==> src/rtl/lcd_seq_pkg.sv <==
package lcd_seq_pkg;
  typedef enum logic [1:0] {
    VIEW_MAIN  = 2'd0,
    VIEW_ALT   = 2'd1,
    VIEW_BLANK = 2'd2
  } view_e;
endpackage

==> src/rtl/lcd_phase_ctr.sv <==
module lcd_phase_ctr #(
  parameter int NPH = 8,
  localparam int PW = $clog2(NPH)
) (
  input  logic          clk,
  input  logic          rst,
  input  logic          en,
  input  logic          tick,
  input  logic [PW-1:0] duty,
  output logic [PW-1:0] phase,
  output logic          wrap
);
  assign wrap = en && tick && (phase >= duty);

  always_ff @(posedge clk) begin
    if (rst || !en)
      phase <= '0;
    else if (tick)
      phase <= wrap ? '0 : phase + 1'b1;
  end

  // the last active phase (or beyond) returns to zero
  a_r1_wrap_zero: assert property (@(posedge clk) disable iff (rst)
    (en && tick && phase >= duty) |=> (phase == '0));
  // single step below the last active phase
  a_r1_step: assert property (@(posedge clk) disable iff (rst)
    (en && tick && phase < duty) |=> (phase == $past(phase) + 1'b1));
  // phase held at zero while disabled
  a_r5_phase_hold: assert property (@(posedge clk) disable iff (rst)
    !en |=> (phase == '0));
endmodule

==> src/rtl/lcd_blink_gen.sv <==
module lcd_blink_gen #(
  parameter int BASE = 12,
  parameter int RW   = 3,
  localparam int CW  = BASE + (1 << RW)
) (
  input  logic          clk,
  input  logic          rst,
  input  logic          run,
  input  logic          lcd_tick,
  input  logic [RW-1:0] rate,
  output logic          blink_off
);
  logic [CW-1:0] cnt;

  always_ff @(posedge clk) begin
    if (rst || !run)
      cnt <= '0;
    else if (lcd_tick)
      cnt <= cnt + 1'b1;
  end

  assign blink_off = run && cnt[BASE - 1 + int'(rate)];

  // counter restarts whenever blinking is not running
  a_r9_cleared: assert property (@(posedge clk) disable iff (rst)
    !run |=> (cnt == '0));
  // counter holds without an LCD tick
  a_r9_hold: assert property (@(posedge clk) disable iff (rst)
    (run && !lcd_tick) |=> (cnt == $past(cnt)));
endmodule

==> src/rtl/lcd_pin_drive.sv <==
module lcd_pin_drive
  import lcd_seq_pkg::*;
#(
  parameter int NPINS = 16,
  parameter int NPH   = 8,
  localparam int PW   = $clog2(NPH),
  localparam int HALF = NPH / 2
) (
  input  logic             clk,
  input  logic             rst,
  input  logic             en,
  input  logic [NPINS-1:0] pin_en,
  input  logic [NPINS-1:0] bp_mask,
  input  view_e            view,
  input  logic [PW-1:0]    phase,
  input  logic [NPH-1:0]   wf [NPINS],
  output logic [NPINS-1:0] pin_out
);
  logic [PW-1:0]    idx;
  logic [NPINS-1:0] nxt;

  assign idx = (view == VIEW_ALT) ? phase + PW'(HALF) : phase;

  for (genvar i = 0; i < NPINS; i++) begin : g_pin
    assign nxt[i] = en && pin_en[i] && wf[i][idx] &&
                    (bp_mask[i] || view != VIEW_BLANK);
  end

  always_ff @(posedge clk) begin
    if (rst) pin_out <= '0;
    else     pin_out <= nxt;
  end

  // global disable forces every pin low
  a_r5_all_low: assert property (@(posedge clk) disable iff (rst)
    !en |=> (pin_out == '0));
  // disabled pins never drive high
  a_r6_pin_low: assert property (@(posedge clk) disable iff (rst)
    1'b1 |=> ((pin_out & ~$past(pin_en)) == '0));
  // blank view leaves only backplanes able to drive
  a_r8_blank_fp: assert property (@(posedge clk) disable iff (rst)
    (view == VIEW_BLANK) |=> ((pin_out & ~$past(bp_mask)) == '0));
endmodule

==> src/rtl/lcd_phase_seq.sv <==
module lcd_phase_seq
  import lcd_seq_pkg::*;
#(
  parameter int NPINS      = 16,
  parameter int NPH        = 8,
  parameter int BLINK_BASE = 12,
  parameter int RATE_W     = 3,
  localparam int PW        = $clog2(NPH),
  localparam int AW        = (NPINS > 1) ? $clog2(NPINS) : 1,
  localparam int HALF      = NPH / 2
) (
  input  logic              clk,
  input  logic              rst,
  input  logic              en,
  input  logic [PW-1:0]     duty,
  input  logic [1:0]        disp_mode,
  input  logic              blink_en,
  input  logic              blink_alt,
  input  logic [RATE_W-1:0] blink_rate,
  input  logic [NPINS-1:0]  pin_en,
  input  logic [NPINS-1:0]  bp_mask,
  input  logic              irq_en,
  input  logic              frame_tick,
  input  logic              lcd_tick,
  input  logic              wr_en,
  input  logic [AW-1:0]     wr_addr,
  input  logic [NPH-1:0]    wr_data,
  input  logic              flag_clr,
  output logic [NPINS-1:0]  pin_out,
  output logic [PW-1:0]     phase,
  output logic              frame_flag,
  output logic              irq
);
  logic [NPH-1:0] wf_q [NPINS];
  logic           wrap;
  logic           blink_off;
  logic           alt_ok;
  view_e          view;

  always_ff @(posedge clk) begin
    if (wr_en && int'(wr_addr) < NPINS)
      wf_q[wr_addr] <= wr_data;
  end

  lcd_phase_ctr #(.NPH(NPH)) u_phase (
    .clk(clk), .rst(rst), .en(en), .tick(frame_tick),
    .duty(duty), .phase(phase), .wrap(wrap)
  );

  lcd_blink_gen #(.BASE(BLINK_BASE), .RW(RATE_W)) u_blink (
    .clk(clk), .rst(rst), .run(en && blink_en), .lcd_tick(lcd_tick),
    .rate(blink_rate), .blink_off(blink_off)
  );

  assign alt_ok = (int'(duty) < HALF);

  always_comb begin
    if (blink_off)
      view = (blink_alt && alt_ok) ? VIEW_ALT : VIEW_BLANK;
    else begin
      unique case (disp_mode)
        2'd0:    view = VIEW_MAIN;
        2'd1:    view = alt_ok ? VIEW_ALT : VIEW_MAIN;
        default: view = VIEW_BLANK;
      endcase
    end
  end

  lcd_pin_drive #(.NPINS(NPINS), .NPH(NPH)) u_drive (
    .clk(clk), .rst(rst), .en(en), .pin_en(pin_en), .bp_mask(bp_mask),
    .view(view), .phase(phase), .wf(wf_q), .pin_out(pin_out)
  );

  always_ff @(posedge clk) begin
    if (rst)           frame_flag <= 1'b0;
    else if (wrap)     frame_flag <= 1'b1;
    else if (flag_clr) frame_flag <= 1'b0;
  end

  assign irq = frame_flag & irq_en;

  // a wrap always leaves the flag set
  a_r11_set: assert property (@(posedge clk) disable iff (rst)
    wrap |=> frame_flag);
  // a clear without a wrap drops the flag
  a_r11_clr: assert property (@(posedge clk) disable iff (rst)
    (flag_clr && !wrap) |=> !frame_flag);
  // alternate view never chosen with more than half the phases
  a_r7_alt_limit: assert property (@(posedge clk) disable iff (rst)
    (view == VIEW_ALT) |-> (int'(duty) < HALF));
endmodule

==> config.mk <==
export PLATFORM = sky130hd
export DESIGN_NAME = lcd_phase_seq
export DESIGN_NICKNAME = d
export VERILOG_FILES = /design/src/rtl/lcd_seq_pkg.sv /design/src/rtl/lcd_phase_ctr.sv /design/src/rtl/lcd_blink_gen.sv /design/src/rtl/lcd_pin_drive.sv /design/src/rtl/lcd_phase_seq.sv
export SDC_FILE = /design/constraint.sdc
export NUM_CORES = 1
export LEC_CHECK = 0
export ABC_AREA = 0
export BUFFER_PORTS_ARGS = -buffer_cell sky130_fd_sc_hd__buf_2
export CAP_MARGIN = 5
export CORE_AREA = 3 3 108 131
export DETAILED_ROUTE_END_ITERATION = 10
export DIE_AREA = 0 0 111 134
export GPL_ROUTABILITY_DRIVEN = 0
export PLACE_DENSITY = 0.87
export SLEW_MARGIN = 20
export SYNTH_ARGS = -nofsm -noshare
export SYNTH_HDL_FRONTEND = slang
export SYNTH_SLANG_ARGS = --single-unit
==> constraint.sdc <==
create_clock -name clk -period 4.1 [get_ports clk]
set_input_delay 0.82 -clock clk [delete_from_list [all_inputs] [get_ports clk]]
set_output_delay 0.82 -clock clk [all_outputs]
set_load 0.02 [all_outputs]
==> metrics <==
post-synth net total=518; vias in the first global route=4442; delay of the slowest critical-path stage=0.62 ns; Post-synth ARST share=0%; number of synthesized register bits=168; outcome=finished clean; Top cell by count, worst path=nor3_2; crit path kind=input pin to flop; Starting DRT DRC Count=351; Hold Path Class=flop to flop; Syn. warnings=0; CTS tree=yes; vias post-DR=4308; RSZ-0062 raised after global routing=false; hold_ws=0.475 ns; CTS buffer count=17; PortBufs=82; H-tree levels=4; remaining antenna violation count=0; share of layout cells above drive strength 1=36.8%; Post-Layout Cell Count=714; DIE HEIGHT=134 um; synth-to-layout area growth=16.6%; Initial Utilization=54.1%; Critical Path AT=3.81 ns; CP max FO=11; slowest CP cell=ha_1; Longest Clk Path Bufs=2; setup ws final=0.635 ns; hold buffer count at cts=0; setup tns final=0 ns; mux contribution to synthesized area=12.4%; design area=8240 um2; row count=46; Post-CTS Setup Inserts=0; minimum clock period=3.46 ns; Critical Path, Cell by Cell=buf_2 > inv_1 > ha_1 > mux2i_1 > a32oi_1 > o2111ai_1 > a221oi_4 > mux2i_2 > buf_4 > nor3_2 > nor3_2; Fmax=289 MHz; Via density=6.03; Startpoint Class=input pin; commonest non-fill, non-tap cells in the layout=128 x edfxtp_1, 82 x buf_2, 39 x dfxtp_1; post-CTS resize count=0; largest net degree at the start of global routing=37; die width=111 um; CTS root buffer=clkbuf_16; Overall Global Routing Usage=21.6%; slew margin rel.=28.6%; Synth Area in XOR/XNOR=2.23%; # DRC=0; Cells after Synth=449; Clock transition at path regs=0.07 ns; Synth Area in Simple Gates=10.0%; ANT cells=0; clk sinks=168; Clock Skew=0.00779 ns; drt wl/cell=21.8 um; routed wire length=15.6 mm; Congestion Overflow GR=0; DP Area=7620 um2; Nets=602; Final setup viols=0; first-pass GRT wire length=24.1 mm; Clk Latency, worst-skew pair=0.43 ns; Synth Area in Compound Gates=6.13%; I/O pin total=83; CP Capture Type=flop; Leak=0.00286 uW; Synth Area in Adders=1.24%; final period utilization=84.5%; Hold Vio Cnt, Final=0; maximum VDD drop=0.330 mV; Pre-antenna DRT Iters=6; commonest non-fill, non-tap cell in the layout=edfxtp_1; Netlist cell types=43; synthesized area=7070 um2; sequential fraction of the synthesis area=65.7%; top_reg_cell synth=edfxtp_1; Power per Cell Area=451 nW/um2; Post-synth EDFFs=128; required time worst endpoint=4.45 ns; Die Area=14900 um2; Detailed Place HPWL=10.0 mm; main combinational cell family by area after synthesis=multiplexers; Max Cap Viol=0; placed insts=682; initial antenna violation count=0; worst-margin pin slew=1.06 ns; Max Transition Viols Final=0; worst slack, placed=0.352 ns; average cell area after synthesis=15.7 um2; core region area=13100 um2
## state kept, by name (all words and copies together), names as in the netlist
register	cells
frame_flag	1
u_blink.cnt	20
u_drive.pin_out	16
u_phase.phase	3
wf_q	128
## final timing paths
check	slack, ns	endpoint	from	cells after the start
setup / recovery	0.64	u_drive.pin_out[11]	blink_rate[0]	11
hold / removal	0.47	frame_flag	frame_flag	2
setup reg to reg	1.58	u_drive.pin_out[11]	u_blink.cnt[12]	8
hold reg to reg	0.47	frame_flag	frame_flag	2
## per-stage QoR
step	power, uW	util [%]
floorplan	2030	-
global placement	2110	58.3
detailed placement	2120	58.3
CTS	3730	63.0
global route	3820	63.1
finish	3710	63.1
## cell families after synthesis
family,after synthesis
buffers and inverters,32
and+or+nand+nor,124
adders and majority gates,7
xor gates and xnor gates,18
DFF,168
AOI/OAI and AO/OA,53
muxes,47
## layout make-up
class | instances | area, um2
Tap cell | 168 | 210
Fill cell | 838 | 4820
Timing Repair Buffer | 88 | 455
Clock inverter | 15 | 181
Inverter | 9 | 33.8
Multi-Input combinational cell | 249 | 2290
Clock buffer | 17 | 425
Sequential cell | 168 | 4650
## synth_stat cells (3+ instances only)
| cell | number | share of area (%) |
|---|---|---|
| nand4_1 | 7 | 0.62 |
| clkbuf_1 | 12 | 0.64 |
| nand3_1 | 7 | 0.50 |
| inv_1 | 9 | 0.48 |
| o211ai_2 | 10 | 1.8 |
| nor3_2 | 20 | 2.8 |
| nor3_1 | 17 | 1.2 |
| o21ai_1 | 3 | 0.21 |
| and2_1 | 3 | 0.27 |
| nor2b_1 | 3 | 0.27 |
| nor2_1 | 34 | 1.8 |
| mux4_2 | 32 | 10 |
| ha_1 | 7 | 1.2 |
| xnor2_1 | 4 | 0.50 |
| a21oi_2 | 10 | 1.2 |
| nand2_1 | 14 | 0.74 |
| edfxtp_1 | 128 | 54 |
| dfxtp_1 | 40 | 11 |
| and3_1 | 8 | 0.71 |
| a21oi_1 | 14 | 0.99 |
| o211ai_1 | 8 | 0.85 |
| xor2_1 | 14 | 1.7 |
| mux2i_1 | 13 | 1.8 |
| buf_1 | 4 | 0.21 |
| nand2b_1 | 5 | 0.44 |
## routing by layer
| layer | vias up | global-route usage [%] | share of wire, % |
|---|---|---|---|
| met1 | 2138 | 24.7 | 37 |
| met3 | 56 | 5.60 | 5.9 |
| li1 | 1904 | - | - |
| met2 | 210 | 37.2 | 53 |
| met5 | - | 0 | 0 |
| met4 | 0 | 11.6 | 4.0 |
## where the power goes
part / internal [uW] / leakage [uW] / switching [uW]
logic: 85.4 / 0.00109 / 129
registers: 1860 / 0.00148 / 12.5
clock network: 925 / 0.000294 / 702
total: 2870 / 0.00286 / 843
## worst max-delay path: cells and delay by family
family / cells / cell delay, ns
buf+inv: 3 / 0.61
mux: 2 / 0.66
fa+ha+maj: 1 / 0.62
simple gates: 2 / 0.26
compound gates: 3 / 0.83
Note: power is estimated with default switching activity, not from simulation.
